## config.mk

```make
export PLATFORM = sky130hd
export DESIGN_NAME = serial_word_tx
export DESIGN_NICKNAME = d
export VERILOG_FILES = /design/src/rtl/sertx_pkg.sv /design/src/rtl/sertx_sync_edge.sv /design/src/rtl/sertx_hold_regs.sv /design/src/rtl/sertx_shifter.sv /design/src/rtl/serial_word_tx.sv
export SDC_FILE = /design/constraint.sdc
export NUM_CORES = 1
export LEC_CHECK = 0
export ABC_CLOCK_PERIOD_IN_PS = 2670
export BUFFER_PORTS_ARGS = -buffer_cell sky130_fd_sc_hd__buf_2
export CORE_MARGIN = 2
export CORE_UTILIZATION = 55
export DETAILED_ROUTE_END_ITERATION = 12
export HOLD_SLACK_MARGIN = 0.03
export PLACE_DENSITY = 0.82
export REMOVE_ABC_BUFFERS = 1
export SLEW_MARGIN = 15
export SYNTH_ARGS = -nofsm -noshare
export SYNTH_HDL_FRONTEND = slang
export SYNTH_HIERARCHICAL = 1
export SYNTH_SLANG_ARGS = --single-unit
```

## constraint.sdc

```tcl
create_clock -name clk -period 2.67 [get_ports clk]
set_clock_uncertainty 0.2 [all_clocks]
set_input_delay 0.4005 -clock clk [delete_from_list [all_inputs] [get_ports clk]]
set_output_delay 0.4005 -clock clk [all_outputs]
set_load 0.01 [all_outputs]
```

## src/rtl/sertx_pkg.sv

```systemverilog
package sertx_pkg;

  typedef enum logic [2:0] {
    LEN_8  = 3'd0,
    LEN_12 = 3'd1,
    LEN_16 = 3'd2,
    LEN_20 = 3'd3,
    LEN_24 = 3'd4,
    LEN_32 = 3'd5
  } len_code_e;

  // number of serial bits for a length code; unused codes map to 32
  function automatic logic [5:0] len_bits(input logic [2:0] code);
    case (code)
      LEN_8:   len_bits = 6'd8;
      LEN_12:  len_bits = 6'd12;
      LEN_16:  len_bits = 6'd16;
      LEN_20:  len_bits = 6'd20;
      LEN_24:  len_bits = 6'd24;
      default: len_bits = 6'd32;
    endcase
  endfunction

endpackage

```

## src/rtl/sertx_sync_edge.sv

```systemverilog
module sertx_sync_edge #(
  parameter int SYNC_STAGES = 2
) (
  input  logic clk,
  input  logic rst,
  input  logic sclk_i,
  input  logic fsync_i,
  input  logic clk_pol_i,
  input  logic fs_pol_i,
  output logic act_edge_o,
  output logic fs_act_o
);

  logic [SYNC_STAGES:0]   sclk_sh;
  logic [SYNC_STAGES-1:0] fs_sh;
  logic                   cur, prev;

  always_ff @(posedge clk) begin
    if (rst) begin
      sclk_sh <= '0;
      fs_sh   <= '0;
    end else begin
      sclk_sh <= {sclk_sh[SYNC_STAGES-1:0], sclk_i};
      fs_sh   <= {fs_sh[SYNC_STAGES-2:0], fsync_i};
    end
  end

  assign cur  = sclk_sh[SYNC_STAGES-1];
  assign prev = sclk_sh[SYNC_STAGES];

  // rising edge when polarity is 0, falling edge when 1
  assign act_edge_o = clk_pol_i ? (prev & ~cur) : (cur & ~prev);
  assign fs_act_o   = fs_sh[SYNC_STAGES-1] ^ fs_pol_i;

endmodule

```

## src/rtl/sertx_hold_regs.sv

```systemverilog
module sertx_hold_regs #(
  parameter int HOST_W = 16,
  localparam int WORD_W = 2 * HOST_W
) (
  input  logic              clk,
  input  logic              rst,
  input  logic              wr_en_i,
  input  logic              wr_hi_i,
  input  logic [HOST_W-1:0] wr_data_i,
  input  logic              load_i,
  output logic [WORD_W-1:0] word_o,
  output logic              ready_o,
  output logic              underrun_o
);

  logic [HOST_W-1:0] hi_q, lo_q;
  logic              wr_lo, wr_hi;

  assign wr_lo = wr_en_i & ~wr_hi_i;
  assign wr_hi = wr_en_i &  wr_hi_i;

  always_ff @(posedge clk) begin
    if (rst) begin
      hi_q       <= '0;
      lo_q       <= '0;
      ready_o    <= 1'b1;
      underrun_o <= 1'b0;
    end else begin
      if (wr_hi) hi_q <= wr_data_i;
      if (wr_lo) lo_q <= wr_data_i;
      // a low write completes a word; it wins over a same-cycle load
      if (wr_lo)       ready_o <= 1'b0;
      else if (load_i) ready_o <= 1'b1;
      if (wr_lo)                  underrun_o <= 1'b0;
      else if (load_i && ready_o) underrun_o <= 1'b1;
    end
  end

  assign word_o = {hi_q, lo_q};

  AST_READY_ON_LOAD: assert property (@(posedge clk) disable iff (rst)
    (load_i && !wr_lo) |=> ready_o);
  AST_HI_KEEPS_READY: assert property (@(posedge clk) disable iff (rst)
    (wr_hi && !load_i) |=> $stable(ready_o));
  AST_UNDERRUN_STICKY: assert property (@(posedge clk) disable iff (rst)
    (underrun_o && !wr_lo) |=> underrun_o);
  AST_UNDERRUN_CAUSE: assert property (@(posedge clk) disable iff (rst)
    $rose(underrun_o) |-> $past(load_i && ready_o));

endmodule

```

## src/rtl/sertx_shifter.sv

```systemverilog
module sertx_shifter
  import sertx_pkg::*;
#(
  parameter int WORD_W = 32,
  localparam int CNT_W = $clog2(WORD_W)
) (
  input  logic              clk,
  input  logic              rst,
  input  logic              act_edge_i,
  input  logic              fs_act_i,
  input  logic [WORD_W-1:0] word_i,
  input  logic [2:0]        cfg_len_i,
  input  logic              lsb_first_i,
  output logic              load_o,
  output logic              sdata_o,
  output logic              busy_o
);

  logic [WORD_W-1:0] sr_q, msb_al;
  logic [CNT_W-1:0]  cnt_q;
  logic              dir_lsb_q, lsb_mode;
  logic [5:0]        nbits;

  assign nbits    = len_bits(cfg_len_i);
  assign lsb_mode = lsb_first_i && (cfg_len_i == LEN_8);
  assign msb_al   = word_i << (6'(WORD_W) - nbits);
  assign load_o   = act_edge_i & fs_act_i;

  always_ff @(posedge clk) begin
    if (rst) begin
      sr_q      <= '0;
      cnt_q     <= '0;
      dir_lsb_q <= 1'b0;
      sdata_o   <= 1'b0;
      busy_o    <= 1'b0;
    end else if (act_edge_i) begin
      if (fs_act_i) begin
        busy_o    <= 1'b1;
        dir_lsb_q <= lsb_mode;
        cnt_q     <= CNT_W'(nbits - 6'd1);
        if (lsb_mode) begin
          sdata_o <= word_i[0];
          sr_q    <= word_i >> 1;
        end else begin
          sdata_o <= msb_al[WORD_W-1];
          sr_q    <= msb_al << 1;
        end
      end else if (busy_o && cnt_q != '0) begin
        cnt_q <= cnt_q - 1'b1;
        if (dir_lsb_q) begin
          sdata_o <= sr_q[0];
          sr_q    <= sr_q >> 1;
        end else begin
          sdata_o <= sr_q[WORD_W-1];
          sr_q    <= sr_q << 1;
        end
      end else begin
        busy_o  <= 1'b0;
        sdata_o <= 1'b0;
      end
    end
  end

  AST_IDLE_LOW: assert property (@(posedge clk) disable iff (rst)
    !busy_o |-> !sdata_o);
  AST_LOAD_STARTS: assert property (@(posedge clk) disable iff (rst)
    load_o |=> busy_o);
  AST_QUIET_NO_EDGE: assert property (@(posedge clk) disable iff (rst)
    !act_edge_i |=> ($stable(sdata_o) && $stable(busy_o)));

endmodule

```

## src/rtl/serial_word_tx.sv

```systemverilog
module serial_word_tx #(
  parameter int HOST_W      = 16,
  parameter int SYNC_STAGES = 2,
  localparam int WORD_W = 2 * HOST_W
) (
  input  logic              clk,
  input  logic              rst,
  input  logic              wr_en_i,
  input  logic              wr_hi_i,
  input  logic [HOST_W-1:0] wr_data_i,
  input  logic [2:0]        cfg_len_i,
  input  logic              cfg_clk_pol_i,
  input  logic              cfg_fs_pol_i,
  input  logic              cfg_lsb_first_i,
  input  logic              sclk_i,
  input  logic              fsync_i,
  output logic              sdata_o,
  output logic              tx_active_o,
  output logic              ready_o,
  output logic              underrun_o
);

  logic              act_edge, fs_act, load;
  logic [WORD_W-1:0] word;

  sertx_sync_edge #(.SYNC_STAGES(SYNC_STAGES)) u_edge (
    .clk(clk), .rst(rst), .sclk_i(sclk_i), .fsync_i(fsync_i),
    .clk_pol_i(cfg_clk_pol_i), .fs_pol_i(cfg_fs_pol_i),
    .act_edge_o(act_edge), .fs_act_o(fs_act)
  );

  sertx_hold_regs #(.HOST_W(HOST_W)) u_regs (
    .clk(clk), .rst(rst), .wr_en_i(wr_en_i), .wr_hi_i(wr_hi_i),
    .wr_data_i(wr_data_i), .load_i(load), .word_o(word),
    .ready_o(ready_o), .underrun_o(underrun_o)
  );

  sertx_shifter #(.WORD_W(WORD_W)) u_shift (
    .clk(clk), .rst(rst), .act_edge_i(act_edge), .fs_act_i(fs_act),
    .word_i(word), .cfg_len_i(cfg_len_i), .lsb_first_i(cfg_lsb_first_i),
    .load_o(load), .sdata_o(sdata_o), .busy_o(tx_active_o)
  );

endmodule

```

==> flow_summary.json, run 1 <==
{
  "met2_usage_pct": 48.3,
  "fin_util_pct": 62.5,
  "hold_class": "primary input to register",
  "clock_path_buffers": 2,
  "yosys_warnings": 6,
  "setup_slack_ns": 0.380,
  "clk_latency_ns": 0.36,
  "cts_resized": 0,
  "cts_buffers": 9,
  "diodes": 0,
  "grt_pass1_vias": 4575,
  "die_h_um": 99.2,
  "grt_pass1_wl_mm": 23.6,
  "grtUsageMet1_pct": 40.3,
  "dr.pass1.iters": 5,
  "synth_edf_count": 0,
  "drtIter0Drc": 492,
  "cp-end-kind": "register",
  "drt-total-wl_mm": 14.7,
  "yosysTopAreaCell": "dfxtp_1",
  "pre_cts_ws_ns": 0.254,
  "slowest_delay_ns": 0.36,
  "arrival_ns": 2.34,
  "io_buffers": 31,
  "power_density_nw_per_um2": 477,
  "wire_per_inst_um": 20.1,
  "fin_crit_ns": 2.29,
  "cts_tree": "done",
  "status": "completed",
  "vias": 4837,
  "drc": 0,
  "ys_async_sr_fraction_pct": 0,
  "combPwrFrac_pct": 16.9,
  "globalplace.congestion": 0.979,
  "slew_headroom_pct": 60.9,
  "crit_type": "register to register",
  "cpMaxStageDelayCell": "dfxtp_1",
  "crit_required_ns": 2.72,
  "synthCells": 597,
  "antenna_found_initial": 0,
  "clkPwrFrac_pct": 33.9,
  "cts_root_buf": "clkbuf_8",
  "grt_overflow_total": 0,
  "p_switching_uw": 763,
  "die_x_um": 99.2,
  "startpoint_type": "register",
  "num_rows": 34,
  "gr-max-usage-layer": "met2",
  "start_util_pct": 56.8,
  "ys_top_cells_by_area": "dfxtp_1, mux2i_1, nand2b_1, a21oi_1, nor2b_1",
  "maxCapViolations": 0,
  "hold_viol": 0,
  "syn_area_um2": 4980,
  "path_delay_family": "compound AO/OA/AOI/OAI gates",
  "synth_top_cell_area_share_pct": 31.8,
  "worst_slew_pin_slew_ns": 0.587,
  "clkSinkCount": 79,
  "h-tree-depth": 3,
  "ys_ff_latch": 79,
  "period_share_pct": 85.8,
  "drive_gt1_share_pct": 16.6,
  "via_per_inst": 6.63,
  "worstPathMaxFanout": 15,
  "ys.flop_type": "dfxtp_1",
  "whs_ns": 0.0542,
  "ant_nets": 0,
  "grt_use_met3_pct": 5.97,
  "finalSetupViolations": 0,
  "grt_usage_pct": 30.0,
  "final_nets": 648,
  "multi_input_area_um2": 3090,
  "peakVddDrop_v": 0.000273,
  "postSynthAreaPerCell_um2": 8.34,
  "critPathBufInv": 1,
  "p_seq_share_pct": 49.2,
  "clk_pin_slew_worst_paths_ns": 0.08,
  "post_cts_buffers": 0,
  "synth_cell_type_count": 57,
  "cpMostUsedCell": "o21a_1",
  "dp_hpwl_mm": 10.6,
  "num-fill-cells": 799,
  "cp_cell_sequence": "xor2_2, inv_2, nand2_1, ha_1, nor2b_1, a22oi_1, o21a_1, o21a_1",
  "hold_buffers": 0,
  "p_total_uw": 2610,
  "core-area_um2": 8760,
  "fmax_ghz": 0.437,
  "grt_setup_unrepaired": "false",
  "dieArea_um2": 9830,
  "pin_count": 32,
  "areaGrowthSynthToFinish_pct": 9.95,
  "power_leakage_uw": 0.00201,
  "ys_seq_area_share_pct": 31.8,
  "slew_violations": 0,
  "ff_latch_area_um2": 1580,
  "power.internal_uw": 1850,
  "grt_start_max_net_pins": 43,
  "switching_share_pct": 29.2
}
## final timing paths
path / startpoint / end / slack, ns / depth (start not counted)
max: u_edge/fs_sh[1] / u_shift/cnt_q[4] / 0.38 / 8
min: sclk_i / u_edge/sclk_sh[0] / 0.05 / 2
max reg2reg: u_edge/fs_sh[1] / u_shift/cnt_q[4] / 0.38 / 8
min reg2reg: u_edge/sclk_sh[0] / u_edge/sclk_sh[1] / 0.25 / 1
## routing by layer
| layer | vias up | wire [um] | part of all wire [%] |
|---|---|---|---|
| met5 | - | 0 | 0 |
| met4 | 0 | 409 | 2.8 |
| met3 | 52 | 1250 | 8.5 |
| met2 | 258 | 6770 | 46 |
| met1 | 2268 | 6270 | 43 |
| li1 | 2259 | - | - |
## final cells by class
cell class / count / area share, %
multi-input cells: 452 / 56.5
flip-flops and latches: 79 / 28.9
repair buffers: 65 / 7.95
clock buffers: 10 / 2.51
well taps: 108 / 2.47
clock inverters: 4 / 0.868
inverters: 12 / 0.822
## placed cells by master (no fill, tap or decap), types with 4 or more instances in the layout
cell,Yosys,final
o21ai_0,32,32
nand2_1,28,28
o22ai_1,4,4
nor3b_1,4,4
a221o_1,5,5
nor4_1,8,8
a211oi_1,22,22
nand2b_1,51,51
o21a_1,4,4
o221ai_1,4,4
a32oi_1,5,5
a311o_1,4,4
a22o_1,11,11
a221oi_1,15,15
a2111oi_0,4,4
dfxtp_1,79,78
a22oi_1,8,8
a21oi_1,40,40
nor2_1,44,44
buf_4,10,32
buf_2,23,31
nand3_1,6,6
a31oi_1,9,9
nor3_1,14,14
mux2i_1,53,53
clkbuf_8,0,10
inv_1,11,11
mux2_2,10,10
nor2b_1,28,28
## Yosys cell counts (2+ instances only)
cell / count
buf_2: 23
a211oi_1: 22
nand2_1: 28
nand2b_1: 51
dfxtp_1: 79
nor2b_1: 28
and2_1: 2
o21ai_0: 32
a22o_1: 11
nor3_1: 14
a2111oi_0: 4
nor4_1: 8
and3_1: 2
nor3b_1: 4
a221o_1: 5
a221oi_1: 15
a31oi_1: 9
a2111oi_2: 2
inv_1: 11
nor2_1: 44
o21a_1: 4
o21bai_1: 3
a311o_1: 4
and2b_1: 2
a21oi_1: 40
o2bb2ai_1: 3
clkbuf_1: 21
mux2i_1: 53
a311oi_1: 3
o221ai_1: 4
a22oi_1: 8
mux2_2: 10
nand3_1: 6
nand4_1: 3
a32oi_1: 5
o22ai_1: 4
buf_4: 10
## power groups by stage
stage / logic, uW / clock network, uW / registers [uW]
final: 441 / 886 / 1280
after global placement: 419 / 0 / 1310
after floorplan: 250 / 0 / 1280
after detailed placement: 429 / 0 / 1310
after CTS: 431 / 902 / 1280
after global routing: 476 / 935 / 1290
## cells by family after synthesis
family                   after synthesis  share of synthesized area, %
AND/OR/NAND/NOR                      197                          21.3
AO/OA/AOI/OAI                        188                          26.9
flip-flops                            79                          31.8
buffers and inverters                 66                          6.30
multiplexers                          64                          13.2
XOR/XNOR                               2                         0.352
adder cells (fa/ha/maj)                1                         0.251
## registers in the layout, indices dropped and copies added, names as in the netlist
name	count
u_shift/sr_q	32
u_edge/sclk_sh	3
u_regs/underrun_o	1
u_regs/hi_q	16
u_shift/cnt_q	5
u_edge/fs_sh	2
u_shift/dir_lsb_q	1
u_regs/ready_o	1
u_shift/sdata_o	1
u_regs/lo_q	16
u_shift/busy_o	1
## through the flow
stage,instance area (um2),setup TNS (ns),std cells
floorplan,4710,-19.46,543
global placement,5290,0,716
detailed placement,5290,0,716
CTS,5480,0,730
global route,5480,0,730
finish,5480,0,730
(Power assumes the default switching activity.)
==> run 2: changes to the inputs <==
==> constraint.sdc (replaced) <==
create_clock -name clk -period 2.67 [get_ports clk]
set_clock_uncertainty 0.2 [all_clocks]
set_input_delay 0.6675 -clock clk [delete_from_list [all_inputs] [get_ports clk]]
set_output_delay 0.6675 -clock clk [all_outputs]
set_load 0.01 [all_outputs]
==> flow_summary.json, run 2 (same netlist as run 1, synthesis figures left out) <==
{
  "status": "completed",
  "grt_setup_unrepaired": "false",
  "power_density_nw_per_um2": 463,
  "globalplace.congestion": 0.963,
  "gr-max-usage-layer": "met2",
  "power.internal_uw": 1750,
  "slew_headroom_pct": 54.5,
  "cts_root_buf": "clkbuf_8",
  "grt_pass1_wl_mm": 24.2,
  "grt_usage_pct": 30.6,
  "peakVddDrop_v": 0.000315,
  "io_buffers": 31,
  "cts_buffers": 9,
  "grt_start_max_net_pins": 42,
  "worst_slew_pin_slew_ns": 0.674,
  "switching_share_pct": 31.1,
  "start_util_pct": 56.8,
  "pin_count": 32,
  "crit_required_ns": 2.72,
  "clock_path_buffers": 2,
  "final_common_cell": "dfxtp_1",
  "slew_violations": 0,
  "post_cts_buffers": 0,
  "drt-total-wl_mm": 14.8,
  "drc": 0,
  "clkSinkCount": 79,
  "cts_resized": 0,
  "hold_class": "register to register",
  "via_per_inst": 6.56,
  "p_seq_share_pct": 50.7,
  "final_nets": 649,
  "grt_use_met3_pct": 7.59,
  "ant_nets": 0,
  "areaGrowthSynthToFinish_pct": 10.0,
  "top_regs": "u_shift/sr_q (32), u_regs/hi_q (16), u_regs/lo_q (16)",
  "grtUsageMet1_pct": 40.4,
  "grt_pass1_vias": 4678,
  "fin_crit_ns": 2.36,
  "finalSetupViolations": 0,
  "layout_common_cells": "dfxtp_1, mux2i_1, nand2b_1",
  "power_leakage_uw": 0.00200,
  "ff_latch_area_um2": 1580,
  "num_rows": 34,
  "antenna_found_initial": 1,
  "core-area_um2": 8760,
  "largest_reg_flops": 32,
  "arrival_ns": 2.41,
  "met2_usage_pct": 48.5,
  "cp-end-kind": "register",
  "drtIter0Drc": 391,
  "combPwrFrac_pct": 17.7,
  "grt_overflow_total": 0,
  "vias": 4812,
  "wire_per_inst_um": 20.2,
  "cts_tree": "done",
  "clkPwrFrac_pct": 31.6,
  "num-fill-cells": 800,
  "die_h_um": 99.2,
  "p_switching_uw": 788,
  "multi_input_area_um2": 3090,
  "place_inst": 717,
  "hold_viol": 0,
  "startpoint_type": "primary input",
  "period_share_pct": 88.3,
  "fin_util_pct": 62.5,
  "regMostFlops": "u_shift/sr_q",
  "clk_pin_slew_worst_paths_ns": 0.09,
  "dp_hpwl_mm": 10.7,
  "hold_buffers": 0,
  "worstPathMaxFanout": 20,
  "dieArea_um2": 9830,
  "clk_latency_ns": 0.36,
  "die_x_um": 99.2,
  "drive_gt1_share_pct": 16.6,
  "maxCapViolations": 0,
  "fin_cells": 734,
  "fmax_ghz": 0.424,
  "h-tree-depth": 3,
  "dr.pass1.iters": 5,
  "crit_type": "primary input to register"
}
run 2: path summary, 6_finish.rpt:
kind         cells past startpoint  slack (ns)       startpoint          endpoint
min                              1        0.25  u_edge/fs_sh[0]   u_edge/fs_sh[1]
max reg2reg                      8        0.56  u_edge/fs_sh[1]  u_shift/cnt_q[4]
max                              8        0.31     cfg_len_i[0]  u_shift/sr_q[30]
min reg2reg                      1        0.25  u_edge/fs_sh[0]   u_edge/fs_sh[1]
run 2: layout make-up:
cell class                      instances  area share [%]
Tap cell                              108            2.47
Multi-Input combinational cell        452            56.4
Timing Repair Buffer                   66            8.31
Clock buffer                           11            2.40
Sequential cell                        79            28.9
Clock inverter                          5           0.639
Antenna cell                            1          0.0457
Inverter                               12           0.822
run 2: worst max-delay path, stage by stage:
cell and delay, ns:
buf_2 0.22, buf_12 0.20, or2_0 0.25, o2bb2ai_1 0.14, a31oi_1 0.06, o311ai_0 0.59, buf_4 0.22, a21oi_1 0.05
run 2: per-stage QoR:
step	setup TNS (ns)	area (um2)	power, uW	setup slack, ns	hold slack [ns]
floorplan	-30.57	4710	1530	-1.02	0.211
global placement	0	5310	1740	0.132	0.220
detailed placement	0	5310	1750	0.0138	0.230
CTS	0	5480	2540	0.407	0.250
global route	0	5480	2650	0.289	0.278
finish	0	5480	2540	0.313	0.249
run 2: routing by layer:
| metal | share of wire [%] | vias to the layer above |
|---|---|---|
| met2 | 46 | 217 |
| met5 | 0 | - |
| met3 | 8.1 | 42 |
| met1 | 43 | 2288 |
| li1 | - | 2265 |
| met4 | 2.8 | 0 |
run 2: power by group through the flow:
stage / clock network, uW / logic, uW / registers [uW]
after floorplan: 0 / 250 / 1280
after global placement: 0 / 427 / 1310
after detailed placement: 0 / 437 / 1310
after CTS: 816 / 439 / 1280
after global routing: 869 / 487 / 1290
final: 802 / 448 / 1290
==> run 3: changes to the inputs <==
Settings changed: ABC_CLOCK_PERIOD_IN_PS 2670 to 3100, GPL_ROUTABILITY_DRIVEN set to 0.
Clock period 2.67 ns to 3.1 ns, I/O delays scaled along.
==> flow_summary.json, run 3 (same netlist as run 1, synthesis figures left out) <==
{
  "ant_nets": 0,
  "cp-end-kind": "register",
  "dieArea_um2": 9830,
  "grt_pass1_vias": 4489,
  "die_x_um": 99.2,
  "fin_crit_ns": 2.60,
  "grt_overflow_total": 0,
  "vias": 4877,
  "diodes": 0,
  "clkSinkCount": 79,
  "top_regs": "u_shift/sr_q (32), u_regs/hi_q (16), u_regs/lo_q (16)",
  "peakVddDrop_v": 0.000342,
  "wire_per_inst_um": 20.1,
  "cts_tree": "done",
  "slew_violations": 0,
  "die_h_um": 99.2,
  "num_rows": 34,
  "final_nets": 634,
  "slew_headroom_pct": 53.4,
  "core-area_um2": 8760,
  "drive_gt1_share_pct": 14.8,
  "cts_buffers": 9,
  "worstRegToRegCells": 8,
  "whs_ns": 0.247,
  "crit_required_ns": 3.12,
  "setup_tns_ns": 0,
  "cts_root_buf": "clkbuf_8",
  "grt_pass1_wl_mm": 23.3,
  "grt_usage_pct": 29.5,
  "multi_input_area_um2": 3090,
  "power_leakage_uw": 0.00195,
  "finalSetupViolations": 0,
  "grt_start_max_net_pins": 43,
  "hold_class": "register to register",
  "maxCapViolations": 0,
  "post_cts_buffers": 0,
  "antenna_found_initial": 0,
  "clk_pin_slew_worst_paths_ns": 0.08,
  "setup_slack_ns": 0.502,
  "largest_reg_flops": 32,
  "status": "completed",
  "io_buffers": 31,
  "holdPathStages": 1,
  "hold_viol": 0,
  "slowest_delay_ns": 0.61,
  "drc": 0,
  "worst_slew_pin_slew_ns": 0.690,
  "num-fill-cells": 773,
  "grt_setup_unrepaired": "false",
  "fmax_ghz": 0.385,
  "ff_latch_area_um2": 1580,
  "arrival_ns": 2.62,
  "clk_latency_ns": 0.37,
  "pre_cts_ws_ns": 0.288,
  "worstPathMaxFanout": 29,
  "cp_cell_sequence": "buf_2, buf_4, nor2b_1, o2bb2ai_1, a31oi_1, o311ai_0, a21oi_1",
  "startpoint_type": "primary input",
  "critPathBufInv": 2,
  "final_common_cell": "dfxtp_1",
  "regMostFlops": "u_shift/sr_q",
  "pin_count": 32,
  "crit_cells": 7,
  "path_delay_family": "compound AO/OA/AOI/OAI gates",
  "dp_hpwl_mm": 9.95,
  "crit_type": "primary input to register",
  "start_util_pct": 56.8,
  "dr.pass1.iters": 7,
  "hold_buffers": 0,
  "h-tree-depth": 3,
  "drtIter0Drc": 695,
  "clock_path_buffers": 2,
  "power_density_nw_per_um2": 433,
  "layout_common_cells": "dfxtp_1, mux2i_1, nand2b_1",
  "via_per_inst": 6.79,
  "cpMaxStageDelayCell": "o311ai_0",
  "cts_resized": 0,
  "areaGrowthSynthToFinish_pct": 8.09,
  "drt-total-wl_mm": 14.5,
  "period_share_pct": 83.8
}
==> run 3: cell count changes in the layout (fill, tap and decap cells not counted) <==
cell and change:
clkinv_4 +1, buf_12 -3, bufinv_16 +2, buf_4 -12, clkinvlp_4 -3, clkbuf_8 +1, diode_2 -1, clkbuf_1 -1
==> run 3: power breakdown <==
part	switching (uW)	total [uW]	internal, uW	leakage [uW]
Sequential	57.7	1110	1050	0.000643
Clock	387	863	476	0.000110
Combinational	217	362	146	0.00120
Total	661	2330	1670	0.00195
==> run 3: cell type report <==
type / count / area share (%)
Tap cell: 108 / 2.51
Clock buffer: 11 / 2.63
Clock inverter: 5 / 1.51
Timing Repair Buffer: 51 / 5.67
Sequential cell: 79 / 29.4
Multi-Input combinational cell: 452 / 57.4
Inverter: 12 / 0.837
==> run 3: worst paths after layout <==
kind	start	end	slack (ns)
max	cfg_len_i[0]	u_shift/sr_q[30]	0.50
min	u_edge/sclk_sh[0]	u_edge/sclk_sh[1]	0.25
max reg2reg	u_edge/fs_sh[1]	u_shift/cnt_q[4]	0.78
min reg2reg	u_edge/sclk_sh[0]	u_edge/sclk_sh[1]	0.25
==> run 3: metrics by stage <==
step | std cells | power, uW | instance area (um2) | utilization [%]
3_5_place_dp | 702 | 1470 | 5160 | 58.9
3_3_place_gp | 702 | 1460 | 5160 | 58.9
4_1_cts | 718 | 2320 | 5380 | 61.4
2_1_floorplan | 543 | 1320 | 4710 | -
6_report | 718 | 2330 | 5380 | 61.4
5_1_grt | 718 | 2410 | 5380 | 61.4
==> run 3: per-layer routing <==
layer	routed length (um)	up-vias	global-route usage (%)	share of wire (%)
met2	6230	343	45.2	43
met3	1780	63	8.22	12
li1	-	2233	-	-
met1	5920	2238	39.5	41
met5	0	-	0	0
met4	520	0	11.5	3.6
